$ cat src/rtl/tf_issue_pkg.sv
package tf_issue_pkg;
    localparam int LBA_W   = 48;
    localparam int WORD_W  = 16;
    localparam int ADDR_W  = 3;
    localparam int BYTE_W  = 8;
    localparam int STEP_W  = 4;
    localparam int PAIRS   = 5;
    localparam int LAST_NARROW = PAIRS + 1;
    localparam int LAST_WIDE   = 2 * PAIRS + 1;

    localparam logic [ADDR_W-1:0] REG_FEATURE = 3'd1;
    localparam logic [ADDR_W-1:0] REG_DEVICE  = 3'd6;
    localparam logic [ADDR_W-1:0] REG_COMMAND = 3'd7;

    localparam logic [BYTE_W-1:0] DEV_BASE    = 8'hE0;
    localparam logic [BYTE_W-1:0] OPC_READ    = 8'h20;
    localparam logic [BYTE_W-1:0] OPC_WRITE   = 8'h30;
    localparam logic [BYTE_W-1:0] OPC_IDENT   = 8'hEC;
    localparam logic [BYTE_W-1:0] OPC_EXT_ADD = 8'h04;

    typedef struct packed {
        logic [LBA_W-1:0]  lba;
        logic [WORD_W-1:0] count;
        logic [WORD_W-1:0] feature;
        logic [1:0]        op;
        logic              ext;
        logic              dev;
    } tf_req_t;
endpackage

$ cat src/rtl/tf_cmd_encode.sv
module tf_cmd_encode
    import tf_issue_pkg::*;
(
    input  logic [1:0]        op,
    input  logic              ext,
    input  logic              dev,
    input  logic [3:0]        lba_top,
    output logic [BYTE_W-1:0] opcode,
    output logic [BYTE_W-1:0] dev_byte
);
    always_comb begin
        if (op[1]) begin
            opcode = OPC_IDENT;
        end else begin
            opcode = op[0] ? OPC_WRITE : OPC_READ;
            if (ext) begin
                opcode = opcode | OPC_EXT_ADD;
            end
        end
        dev_byte = DEV_BASE | {3'b000, dev, 4'b0000};
        if (!ext) begin
            dev_byte[3:0] = lba_top;
        end
    end
endmodule

$ cat src/rtl/tf_step_mux.sv
module tf_step_mux
    import tf_issue_pkg::*;
(
    input  logic [STEP_W-1:0] step,
    input  logic              ext,
    input  logic [LBA_W-1:0]  lba,
    input  logic [WORD_W-1:0] count,
    input  logic [WORD_W-1:0] feature,
    input  logic [BYTE_W-1:0] opcode,
    input  logic [BYTE_W-1:0] dev_byte,
    output logic [ADDR_W-1:0] addr,
    output logic [BYTE_W-1:0] data,
    output logic              last
);
    logic [WORD_W-1:0] pair_word [PAIRS];

    assign pair_word[0] = feature;
    assign pair_word[1] = count;

    genvar g;
    generate
        for (g = 0; g < PAIRS - 2; g++) begin : g_lba_pair
            assign pair_word[g+2] = {lba[24 + 8*g +: 8], lba[8*g +: 8]};
        end
    endgenerate

    logic [2:0] pair_idx;
    logic       hi_sel;
    logic       is_dev;
    logic       is_cmd;

    always_comb begin
        if (ext) begin
            pair_idx = step[3:1];
            hi_sel   = !step[0];
            is_dev   = (step == STEP_W'(LAST_WIDE - 1));
            is_cmd   = (step == STEP_W'(LAST_WIDE));
        end else begin
            pair_idx = step[2:0];
            hi_sel   = 1'b0;
            is_dev   = (step == STEP_W'(LAST_NARROW - 1));
            is_cmd   = (step == STEP_W'(LAST_NARROW));
        end
        last = is_cmd;
        if (is_cmd) begin
            addr = REG_COMMAND;
            data = opcode;
        end else if (is_dev) begin
            addr = REG_DEVICE;
            data = dev_byte;
        end else if (pair_idx < 3'(PAIRS)) begin
            addr = REG_FEATURE + pair_idx;
            data = hi_sel ? pair_word[pair_idx][15:8] : pair_word[pair_idx][7:0];
        end else begin
            addr = REG_FEATURE;
            data = '0;
        end
    end
endmodule

$ cat src/rtl/tf_issue_seq.sv
module tf_issue_seq
    import tf_issue_pkg::*;
(
    input  logic              clk,
    input  logic              rst_n,
    input  logic              req_valid,
    input  logic [47:0]       req_lba,
    input  logic [15:0]       req_count,
    input  logic [15:0]       req_feature,
    input  logic [1:0]        req_op,
    input  logic              req_ext,
    input  logic              req_dev,
    output logic              wr_en,
    output logic [2:0]        wr_addr,
    output logic [7:0]        wr_data,
    input  logic              wr_ready,
    output logic              done
);
    typedef struct packed {
        logic              busy;
        logic [STEP_W-1:0] step;
        tf_req_t           req;
        logic              done;
    } seq_state_t;

    seq_state_t s_d, s_q;

    logic [BYTE_W-1:0] opcode;
    logic [BYTE_W-1:0] dev_byte;
    logic              step_last;

    tf_cmd_encode u_enc (
        .op       (s_q.req.op),
        .ext      (s_q.req.ext),
        .dev      (s_q.req.dev),
        .lba_top  (s_q.req.lba[27:24]),
        .opcode   (opcode),
        .dev_byte (dev_byte)
    );

    tf_step_mux u_mux (
        .step     (s_q.step),
        .ext      (s_q.req.ext),
        .lba      (s_q.req.lba),
        .count    (s_q.req.count),
        .feature  (s_q.req.feature),
        .opcode   (opcode),
        .dev_byte (dev_byte),
        .addr     (wr_addr),
        .data     (wr_data),
        .last     (step_last)
    );

    always_comb begin
        s_d      = s_q;
        s_d.done = 1'b0;
        if (!s_q.busy) begin
            if (req_valid) begin
                s_d.busy = 1'b1;
                s_d.step = '0;
                s_d.req  = '{lba: req_lba, count: req_count, feature: req_feature,
                             op: req_op, ext: req_ext, dev: req_dev};
            end
        end else if (wr_ready) begin
            if (step_last) begin
                s_d.busy = 1'b0;
                s_d.done = 1'b1;
            end else begin
                s_d.step = s_q.step + 1'b1;
            end
        end
    end

    always_ff @(posedge clk or negedge rst_n) begin
        if (!rst_n) begin
            s_q <= '0;
        end else begin
            s_q <= s_d;
        end
    end

    assign wr_en = s_q.busy;
    assign done  = s_q.done;

    AST_STALL_HOLD: assert property (@(posedge clk) disable iff (!rst_n)
        (wr_en && !wr_ready) |=> (wr_en && $stable(wr_addr) && $stable(wr_data)));
    AST_START_FEATURE: assert property (@(posedge clk) disable iff (!rst_n)
        $rose(wr_en) |-> (wr_addr == REG_FEATURE));
    AST_ADDR_FORWARD: assert property (@(posedge clk) disable iff (!rst_n)
        (wr_en && wr_ready && wr_addr != REG_COMMAND) |=> (wr_en && wr_addr >= $past(wr_addr)));
    AST_CMD_ENDS: assert property (@(posedge clk) disable iff (!rst_n)
        (wr_en && wr_ready && wr_addr == REG_COMMAND) |=> (done && !wr_en));
    AST_DONE_SINGLE: assert property (@(posedge clk) disable iff (!rst_n)
        done |=> !done);
    AST_WIDE_DEV_NIBBLE: assert property (@(posedge clk) disable iff (!rst_n)
        (wr_en && wr_addr == REG_DEVICE && s_q.req.ext) |-> (wr_data[3:0] == 4'h0));
endmodule

$ cat config.mk
export PLATFORM = sky130hd
export DESIGN_NAME = tf_issue_seq
export DESIGN_NICKNAME = d
export VERILOG_FILES = /design/src/rtl/tf_issue_pkg.sv /design/src/rtl/tf_cmd_encode.sv /design/src/rtl/tf_step_mux.sv /design/src/rtl/tf_issue_seq.sv
export SDC_FILE = /design/constraint.sdc
export NUM_CORES = 1
export LEC_CHECK = 0
export BUFFER_PORTS_ARGS = -buffer_cell sky130_fd_sc_hd__buf_2
export CAP_MARGIN = 20
export CORE_UTILIZATION = 49
export CTS_CLUSTER_SIZE = 16
export DETAILED_ROUTE_END_ITERATION = 12
export GPL_ROUTABILITY_DRIVEN = 0
export PLACE_DENSITY = 0.76
export SLEW_MARGIN = 20
export SYNTH_ARGS = -nofsm -noshare
export SYNTH_HDL_FRONTEND = slang
export SYNTH_SLANG_ARGS = --single-unit
$ cat constraint.sdc
create_clock -name clk -period 2.41 [get_ports clk]
set_input_delay 0.1205 -clock clk [delete_from_list [all_inputs] [get_ports clk]]
set_output_delay 0.1205 -clock clk [all_outputs]
set_load 0.03 [all_outputs]
# After elaboration in Yosys (flattened, before gate mapping)
# Cells that the tools add are included.
[totals]
register_bits = 90
in_bits = 88
output_inout_bits = 13
word_cells = 51
[classes]
add_sub_neg = 2
magnitude_cmp = 2
n_eq_ne = 6
mux = 26
bitwise_logic = 2
n_reduce_logical = 4
[op_table]
columns = ["op", "n"]
rows = [
  ["$mux W89", 1],
  ["$bmux W16 S3", 1],
  ["$mux W8", 5],
  ["$mux W16", 2],
  ["$mux W3", 5],
  ["$mux W5", 3],
  ["$eq A4 B3 Y1 const B", 2],
  ["$eq A4 B4 Y1 const B", 2],
  ["$mux W4", 2],
  ["$mux W1", 7],
  ["$add A4 B1 Y4 const B", 1],
  ["$ge A4 B4 Y1 const B", 1],
  ["$ne A2 B2 Y1 const B", 2],
  ["$not A3 Y4", 1],
  ["$add A1 B3 Y3 const A", 1],
  ["$lt A3 B3 Y1 const B", 1],
  ["$reduce_and A3 Y1", 1],
  ["$reduce_and A2 Y1", 1],
  ["$reduce_bool A2 Y1", 1],
  ["$logic_not A1 Y1", 1],
  ["$not A1 Y1", 1],
]

# Logic depth before layout (Yosys ltp)
# Gate-level depths: netlist of run 1.
[depth]
ltp_word = 9
ltp_mapped = 9
depth_no_buf = 7

# Modules after synthesis
# From an unflattened synthesis of run 1, not the netlist that was laid out.
[hier_totals]
hier_cells = 524
area_unflattened_um2 = 4584.4
[modules_own_cells]
columns = ["mod", "n_inst", "cells_per_inst", "area_per_inst_um2", "seq_area_each_um2"]
rows = [
  ["tf_issue_seq", 1, 380, 3417.0, 2252.2],
  ["tf_step_mux", 1, 126, 1037.2, 0.0],
  ["tf_cmd_encode", 1, 18, 130.1, 0.0],
]

# Worst setup path before layout of run 1
# No wires, ideal clock.
[synth_timing]
path_kind = "reg-to-output"
from = "register s_q[85] (netlist bit)"
to = "output port wr_data[2]"
arrival_ps = 2659
required_ps = 2289
path_slack_ps = -370
path_stages_with_launch = 9
n_path_buf = 1
cell_sequence = "dfrtp_1 -> clkbuf_1 -> inv_1 -> ha_1 -> nor2_1 -> o31ai_1 -> a21oi_1 -> or4_1 -> a22oi_1"
[synth_between]
elab_chain_len = 9
word_cells_on_any_way = 18
cone_classes = "order compare (1); eq/ne (4); mux (11); bitwise (1); reduce/logical (1)"
[synth_rtl]
columns = ["item", "line_no", "source"]
rows = [
  ["start: declaration", "tf_issue_seq.sv:26", "seq_state_t s_d, s_q;"],
  ["start signal: assignment", "tf_issue_seq.sv:76", "s_q <= '0;"],
  ["start signal: assignment", "tf_issue_seq.sv:78", "s_q <= s_d;"],
  ["$mux W3", "tf_step_mux.sv:33", "if (ext) begin"],
  ["$not A3 Y4 (implied by the code)", "tf_step_mux.sv:53", "data = hi_sel ? pair_word[pair_idx][15:8] : pair_word[pair_idx][7:0];"],
  ["$bmux W16 S3", "tf_step_mux.sv:53", ""],
  ["$mux W16 (implied by the code) (2 in series)", "tf_step_mux.sv:53", ""],
  ["$mux W8", "tf_step_mux.sv:53", ""],
  ["$mux W8", "tf_step_mux.sv:51", "end else if (pair_idx < 3'(PAIRS)) begin"],
  ["$mux W8", "tf_step_mux.sv:48", "end else if (is_dev) begin"],
  ["$mux W8 (*)", "tf_step_mux.sv:45", "if (is_cmd) begin"],
  ["end: declaration", "tf_issue_seq.sv:15", "output logic [7:0] wr_data,"],
]
# Every way passes the cells marked *; elsewhere a longest branch is shown, timed or not. The select of a mux whose other input is x is not followed.

# Final worst setup path of run 1
[layout_timing]
from = "register s_q[2] (netlist bit)"
to = "output port wr_data[2]"
# Same word-level chain as after synthesis.

==> results of run 1 <==
-- how the worst max path moves through the flow --
stage	start	depth (start not counted)	slack, ps	end
after CTS	s_q[2]$_DFFE_PN0P_	10	-210	wr_data[3]
after floorplan	s_q[85]$_DFFE_PN0P_	8	-90	wr_data[2]
final	s_q[2]$_DFFE_PN0P_	8	-330	wr_data[2]
after detailed placement	s_q[2]$_DFFE_PN0P_	8	70	wr_data[2]
after global placement	s_q[2]$_DFFE_PN0P_	7	150	wr_data[3]
after global routing	s_q[2]$_DFFE_PN0P_	8	-370	wr_data[2]
-- registers in the layout (all words and copies together), names as in the netlist --
name	count
s_q	88
done	1
wr_en	1
-- logic make-up after synthesis --
family / Yosys count / share of synthesized area
compound gates: 54 / 0.0792
mux: 33 / 0.0990
simple gates: 307 / 0.273
xor+xnor: 3 / 0.00586
fa+ha+maj: 3 / 0.00837
flops: 90 / 0.502
buf+inv: 36 / 0.0329
-- metal layers --
metal  wire length, um  global-route usage  up-vias
met2              7830               0.539      397
met3              1420              0.0540      138
met4              1240               0.192        0
met5                 0                   0        -
li1                  -                   -     2145
met1              5910               0.390     2343
-- repair_timing --
| item | 4_1_cts | 5_1_grt |
|---|---|---|
| buffers inserted | 15 | 8 |
| pin swaps | 10 | 12 |
| setup endpoints to repair | 10 | 10 |
| endpoints found under the hold margin | 135 | 0 |
| cloned | 1 | 1 |
| gates resized for setup | 36 | 37 |
| hold buffers | 85 | 0 |
-- power breakdown --
group / switching [mW] / leakage (nW) / internal (mW)
sequential: 0.603 / 1.13 / 2.19
clock: 0.562 / 0.0971 / 0.484
combinational: 3.44 / 2.21 / 2.83
-- critical path: stages, from the launching register on --
cell and delay (ps):
dfrtp_1 420, mux2i_2 280, inv_2 140, buf_6 150
mux4_2 310, nor2_1 40, or4_1 560, a22oi_2 200
buf_6 160
-- cells in the final DEF, fill, tap and decap left out, types with 6 or more instances in the layout --
cell type      count
dlygate4sd3_1     85
nor2_1             8
clkbuf_8           9
dfrtp_1           89
nand2_1          267
mux2i_1           10
buf_6             11
buf_12             6
a21oi_1            6
buf_2             91
mux2_2            11
o21ai_0            8
mux4_2             8
buf_4             36
-- cell type report --
type	instances	share of cell area
Clock inverter	6	0.00953
Sequential cell	90	0.330
Clock buffer	10	0.0187
Inverter	5	0.00330
Multi-Input combinational cell	400	0.343
Timing Repair Buffer	231	0.275
Tap cell	108	0.0198
-- through the flow --
step | util | setup slack, ps | total power, mW | setup TNS (ps)
floorplan | - | -89.7 | 5.59 | -89.7
global placement | 0.594 | 145 | 6.86 | 0
detailed placement | 0.594 | 65.4 | 6.99 | 0
CTS | 0.748 | -212 | 8.99 | -718
global route | 0.775 | -372 | 10.5 | -2080
finish | 0.775 | -332 | 10.1 | -1820
==> flow_summary.ini, run 1 <==
[finish]
regArea_um2 = 2250
fillers = 509
fin_area_um2 = 6830
syn2layout_area_growth_pct = 52.1
diodes = 0
layout-drive-gt1-share = 0.301
multi_input_area_um2 = 2340
layout.nets = 828
stdcell_count = 850

[synth]
syn_area_um2 = 4490
syn_inst = 526
synth.distinct_cells = 40
synth_common_cells = 268 x nand2_1, 90 x dfrtp_1, 19 x clkbuf_1, 14 x mux2i_1, 13 x o21ai_0
seq_area_frac_synth = 0.502
synthFlopType = dfrtp_1
yosysMostFrequentCell = nand2_1
ys_top_cells_by_area = dfrtp_1 50%, nand2_1 22%, mux4_2 4.0%
yosysWarningCount = 0
synth.top_cell.area_share = 0.502
synthesis.nets = 617
syn_avg_cell_area_um2 = 8.53
synth_edf_count = 0
yosys_register_bits = 90
yosysTopAreaCell = dfrtp_1
synth-async-reset-ratio = 1.00

[power]
ir_drop_mv = 0.835
p_per_area_nw_per_um2 = 1480
leakagePower_nw = 3.43

[worst_hold_path]
min_to = wr_en$_DFF_PN0_
hold_depth = 3
hold_class = input pin to flop
hold_path.startpoint = req_valid

[critical_path]
timing.rr.start = s_q[2]$_DFFE_PN0P_
worstSetupEndpointType = primary output
crit_type = flop to primary output
cp-start-kind = flop
required_ps = 2290
crit_fanout = 5
worst_r2r_path_depth = 9
crit_arrival_ps = 2620
rrSetupSlack_ps = 450
worstReg2RegEnd = s_q[85]$_DFFE_PN0P_

[drt]
dr.pass1.iters = 9
drc = 4
drtIter0Drc = 565
viasPerCell = 5.91
routed_wirelength_mm = 16.4
antenna_violating_nets_post_route = 0
vias = 5023
wl_per_cell_um = 19.3

[cts]
clk-insertion-delay-late_ps = 360
cts_sinks = 90
clk_path_buf_depth = 2
root_buffer = clkbuf_8
cts_made_buffers = 9
cts_tree = yes
htreeDepth = 3
clk_pin_slew_worst_paths_ps = 90

[timing]
finalHoldViolCount = 0
rsz0062_at_grt = true
finalSetupViolCount = 10
whs_ps = 21.1
clock-skew-final_ps = 7.66
slew_headroom = 0.558
post-route-period-util = 1.14
drv_slew = 0
setup_ws_ps = -332
clock.fmax_mhz = 365
tightest_slew_ps = 647
min_period_ps = 2740

[run]
drv_cap = 0

[die]
die_h_um = 97.7
dieArea_um2 = 9540
die_width_um = 97.7
core_um2 = 8810
rows = 34
initial_core_util = 0.510
io_pins = 101

[placement]
dpl_cell_area_um2 = 5230
dpl.cell_count = 725
port_buffers = 100
hpwl_mm = 8.46

[run_status]
violations = design-rule violations, negative setup slack
status = finished with violations

[global_route]
grt_pass1_vias = 4791
grt_pass1_wl_mm = 23.6
track_usage = 0.322
grt_max_degree = 86
grt_remaining_overflow = 0
antenna_found_initial = 0
Power figures use the tool's default switching activity.
==> inputs of run 2 (changes only) <==
--- a/config.mk
+++ b/config.mk
@@ -7,11 +7,11 @@
 export LEC_CHECK = 0
 export BUFFER_PORTS_ARGS = -buffer_cell sky130_fd_sc_hd__buf_2
 export CAP_MARGIN = 20
-export CORE_UTILIZATION = 49
-export CTS_CLUSTER_SIZE = 16
+export CORE_UTILIZATION = 51
+export CTS_BUF_LIST = sky130_fd_sc_hd__clkbuf_2
 export DETAILED_ROUTE_END_ITERATION = 12
 export GPL_ROUTABILITY_DRIVEN = 0
-export PLACE_DENSITY = 0.76
+export PLACE_DENSITY = 0.79
 export SLEW_MARGIN = 20
 export SYNTH_ARGS = -nofsm -noshare
 export SYNTH_HDL_FRONTEND = slang
==> run 2 against run 1 <==
The flow finishes with violations (negative setup slack); critical path depth did not move; via count decreased by 0.64%; sequential cell count is the same; power down 1.6%; die area down 3.8%; global-route usage about the same; critical path type unchanged; largest power group unchanged.
==> flow_summary.ini, run 2 (synthesized netlist as in run 1, its figures left out) <==
[run_status]
status = finished with violations
violations = negative setup slack

[timing]
setup_ws_ps = -522
clock-skew-final_ps = 29.4
slew_headroom = 0.464
finalHoldViolCount = 0
rsz0062_at_grt = true
finalSetupViolCount = 10
min_period_ps = 2930
tns_ps = -4090
clock.fmax_mhz = 341
drv_slew = 0
tightest_slew_ps = 804
post-route-period-util = 1.22

[placement]
port_buffers = 100
hpwl_mm = 8.15

[critical_path]
cp-endpoint = wr_data[3]
worst_r2r_path_depth = 6
crit_type = flop to primary output
worstReg2RegEnd = s_q[86]$_DFFE_PN0P_
crit_arrival_ps = 2810
crit_fanout = 7
cp-startpoint = s_q[2]$_DFFE_PN0P_
timing.rr.start = s_q[2]$_DFFE_PN0P_
required_ps = 2290
worstSetupEndpointType = primary output
rrSetupSlack_ps = 520
cp-start-kind = flop

[global_route]
track_usage = 0.321
grt_pass1_wl_mm = 21.7
grt_max_degree = 91
grt_pass1_vias = 4459
antenna_found_initial = 0
grt_remaining_overflow = 0

[finish]
regArea_um2 = 2250
final_core_util = 0.803
diodes = 0
layout_common_cells = 266 x nand2_1, 89 x buf_2, 88 x dfrtp_1, 87 x dlygate4sd3_1, 37 x buf_4
layout.nets = 830
multi_input_area_um2 = 2320
layout-drive-gt1-share = 0.305
final_common_cell = nand2_1
top_register = s_q
largest_reg_flops = 88
syn2layout_area_growth_pct = 50.0
fillers = 476

[drt]
viasPerCell = 5.88
routed_wirelength_mm = 16.8
antenna_violating_nets_post_route = 0
drtIter0Drc = 498
drc = 0
wl_per_cell_um = 19.8
vias = 4991
dr.pass1.iters = 6

[power]
p_int_mw = 5.33
p_sw_frac = 0.465
p_per_area_nw_per_um2 = 1480
ir_drop_mv = 0.977
power_frac_seq = 0.283
power_frac_clock = 0.090
leakagePower_nw = 3.39
p_switching_mw = 4.62
comb_power_share = 0.627
finalPower_mw = 9.95

[die]
die_h_um = 95.8
core_um2 = 8380
rows = 33
io_pins = 101
initial_core_util = 0.535
dieArea_um2 = 9180
die_width_um = 95.8

[cts]
root_buffer = clkbuf_2
clk_path_buf_depth = 2
clk_pin_slew_worst_paths_ps = 240
htreeDepth = 3
cts_sinks = 90
cts_made_buffers = 9
clk-insertion-delay-late_ps = 580
cts_tree = yes

[worst_hold_path]
hold_class = input pin to async pin

[run]
drv_cap = 0
==> run 2: cell count changes in the layout (fill, tap and decap cells not counted), moves of 3 or more <==
cell / change
clkbuf_8: -9
buf_12: -3
buf_6: +3
clkbuf_2: +10
==> run 2: area by class of cell <==
class	count	area share
Multi-Input combinational cell	400	0.344
Sequential cell	90	0.335
Timing Repair Buffer	233	0.277
Tap cell	105	0.0195
Clock inverter	6	0.0134
Clock buffer	10	0.00743
Inverter	5	0.00335
==> run 2: through the flow <==
step / cells / area (um^2) / hold slack (ps) / setup slack, ps
global route: 849 / 6730 / 181 / -593
CTS: 833 / 6330 / 231 / -447
detailed placement: 722 / 5190 / 317 / 98.0
floorplan: 526 / 4500 / -175 / -89.7
finish: 849 / 6730 / 126 / -522
global placement: 722 / 5190 / 312 / 157
==> run 2: how the worst min path moves through the flow <==
stage / from / end / slack (ps) / depth (start not counted)
after floorplan: rst_n / done$_DFF_PN0_ / -180 / 0
after global placement: req_lba[37] / s_q[74]$_DFFE_PN0P_ / 310 / 3
after detailed placement: req_feature[7] / s_q[12]$_DFFE_PN0P_ / 320 / 3
after CTS: req_feature[5] / s_q[10]$_DFFE_PN0P_ / 230 / 4
after global routing: rst_n / s_q[7]$_DFFE_PN0P_ / 180 / 2
final: rst_n / s_q[7]$_DFFE_PN0P_ / 130 / 2
==> run 2: what timing repair did <==
| action | 4_1_cts | 5_1_grt |
|---|---|---|
| cloned | 0 | 1 |
| hold endpoints to repair | 179 | 0 |
| setup buffers | 8 | 15 |
| setup endpoints to repair | 10 | 11 |
| gates resized for setup | 14 | 70 |
| pin swaps | 2 | 15 |
| hold buffers | 87 | 0 |
==> run 2: layer usage <==
layer  vias up  GRT usage  routed length [um]
li1       2148          -                   -
met1      2322      0.401                6100
met2       408      0.524                7990
met3       113     0.0687                1700
met4         0      0.172                 998
met5         -          0                   0
==> run 2: power by group through the flow <==
stage | Combinational [mW] | Clock [mW] | Sequential, mW
floorplan | 3.09 | 0 | 2.50
global placement | 4.14 | 0 | 2.68
detailed placement | 4.24 | 0 | 2.70
CTS | 4.69 | 0.884 | 2.68
global route | 6.56 | 0.953 | 2.84
finish | 6.24 | 0.894 | 2.82
==> run 2: critical path, stage by stage, from the launching register on <==
cell,delay [ps]
dfrtp_1,470
buf_6,170
buf_4,120
nand2_1,150
nor3b_4,220
a221o_1,330
a2111o_1,420
a21oi_2,180
buf_4,180
==> inputs of run 3 (changes only) <==
--- a/config.mk
+++ b/config.mk
@@ -12,6 +12,7 @@
 export DETAILED_ROUTE_END_ITERATION = 12
 export GPL_ROUTABILITY_DRIVEN = 0
 export PLACE_DENSITY = 0.79
+export RECOVER_POWER = 25
 export SLEW_MARGIN = 20
 export SYNTH_ARGS = -nofsm -noshare
 export SYNTH_HDL_FRONTEND = slang
==> run 3 against run 2 <==
Sequential cell count is the same; hold slack gained 93 ps; the flow finishes with violations (max-capacitance violations, max-slew violations, negative setup slack); die area is the same; power is essentially flat; clock power is essentially flat; sequential power is essentially flat; critical path depth is the same; clock-buffer cell count is the same; first-iteration DRC count is the same; worst setup slack gained 1.7 ps; highest routed layer unchanged; largest cell class unchanged.
==> flow_summary.ini, run 3 (synthesized netlist as in run 1, its figures left out) <==
[run_status]
status = finished with violations
violations = max-capacitance violations, max-slew violations, negative setup slack

[power]
p_per_area_nw_per_um2 = 1480
ir_drop_mv = 0.978
finalPower_mw = 9.96
leakagePower_nw = 3.39

[finish]
largest_reg_flops = 88
layout.nets = 830
syn2layout_area_growth_pct = 49.9
layout_common_cells = 266 x nand2_1, 89 x buf_2, 88 x dfrtp_1, 87 x dlygate4sd3_1, 37 x buf_4
final_common_cell = nand2_1
diodes = 0
top_register = s_q
layout-drive-gt1-share = 0.305
final_core_util = 0.802

[global_route]
globalRouteMet1Util = 0.401
track_usage = 0.321
grt-busiest-layer = met2
use_met2 = 0.524
grt_pass1_vias = 4459
antenna_found_initial = 0
grt_max_degree = 91
grt_remaining_overflow = 0
grtUsageMet3 = 0.0687
grt_pass1_wl_mm = 21.7

[critical_path]
worst-path-buf-inv = 3
worstSetupEndpointType = primary output
crit_arrival_ps = 2810
cp-start-kind = flop
required_ps = 2290
crit_type = flop to primary output
path_common_cell = buf_4
crit_path_max_incr_delay_ps = 470
cp_slowest_cell = dfrtp_1
crit_family = compound AO/OA/AOI/OAI gates
crit_fanout = 7
cp_cell_sequence = buf_6, buf_4, nand2_1, nor3b_4, a221o_1, a2111o_1, a21oi_2, buf_4

[die]
die_width_um = 95.8
die_h_um = 95.8
core_um2 = 8380
initial_core_util = 0.535
io_pins = 101
dieArea_um2 = 9180
rows = 33

[drt]
vias = 5003
viasPerCell = 5.89
dr.pass1.iters = 6
antenna_violating_nets_post_route = 0
routed_wirelength_mm = 16.8
drc = 0
drtIter0Drc = 498
wl_per_cell_um = 19.8

[cts]
clk_pin_slew_worst_paths_ps = 270
htreeDepth = 3
clk_path_buf_depth = 2
cts_sinks = 90
cts_made_buffers = 9
clk-insertion-delay-late_ps = 590
root_buffer = clkbuf_2
cts_tree = yes

[timing]
drv_slew = 91
finalHoldViolCount = 0
tightest_slew_ps = 2190
post-route-period-util = 1.22
whs_ps = 218
clock-skew-final_ps = 34.3
tns_ps = -4090
clock.fmax_mhz = 341
min_period_ps = 2930
finalSetupViolCount = 10
setup_ws_ps = -521
rsz0062_at_grt = true
slew_headroom = -0.457

[placement]
port_buffers = 100
post-place-ws_ps = 98.0
hpwl_mm = 8.15

[worst_hold_path]
hold_class = input pin to flop

[run]
drv_cap = 1
[run 3: cell count changes in the layout (fill, tap and decap cells not counted), sizes merged]
cell and change:
buf -1, clkbuf +1
[run 3: final cells by class]
cell class              instances  area, um^2
clock inverters                 6        90.1
flip-flops and latches         90        2250
inverters                       5        22.5
repair buffers                233        1860
multi-input cells             400        2320
clock buffers                  10        50.0
well taps                     105         131
fillers                       475        1660
[run 3: metrics by stage]
step | instances | cell area (um^2)
finish | 849 | 6730
global route | 849 | 6730
CTS | 833 | 6330
detailed placement | 722 | 5190
global placement | 722 | 5190
floorplan | 526 | 4500
[run 3: tightest hold or removal path: stages]
cell	delay (ps)
dlygate4sd3_1	520
buf_2	90
nand2_1	40
nand2_1	40
[run 3: final timing paths]
check / depth (start not counted) / end / start / slack [ps]
worst min register to register: 2 / s_q[78]$_DFFE_PN0P_ / s_q[78]$_DFFE_PN0P_ / 510
min in group asynchronous: 2 / s_q[7]$_DFFE_PN0P_ / rst_n / 680
max in group asynchronous: 2 / s_q[88]$_DFFE_PN0P_ / rst_n / 340
worst max register to register: 6 / s_q[86]$_DFFE_PN0P_ / s_q[2]$_DFFE_PN0P_ / 510
worst max-delay path: 8 / wr_data[3] / s_q[2]$_DFFE_PN0P_ / -520
worst min-delay path: 4 / s_q[73]$_DFFE_PN0P_ / req_lba[36] / 220
[run 3: power breakdown]
group          leakage, nW  internal [mW]  switching, mW  total, mW
sequential            1.13           2.18          0.641       2.82
combinational         2.18           2.80           3.44       6.24
clock               0.0841          0.352          0.544      0.896
[run 3: what timing repair did]
item | 4_1_cts | 5_1_grt
hold buffers | 87 | 0
endpoints found under the hold margin | 179 | 0
endpoints found under the setup margin | 10 | 11
cloned | 0 | 1
setup buffers | 8 | 15
gates resized for setup | 14 | 70
pin swaps | 2 | 15
[run 3: layer usage]
metal / vias up / wire, um
li1: 2149 / -
met1: 2326 / 6130
met2: 405 / 8000
met3: 123 / 1640
met4: 0 / 1050
met5: - / 0
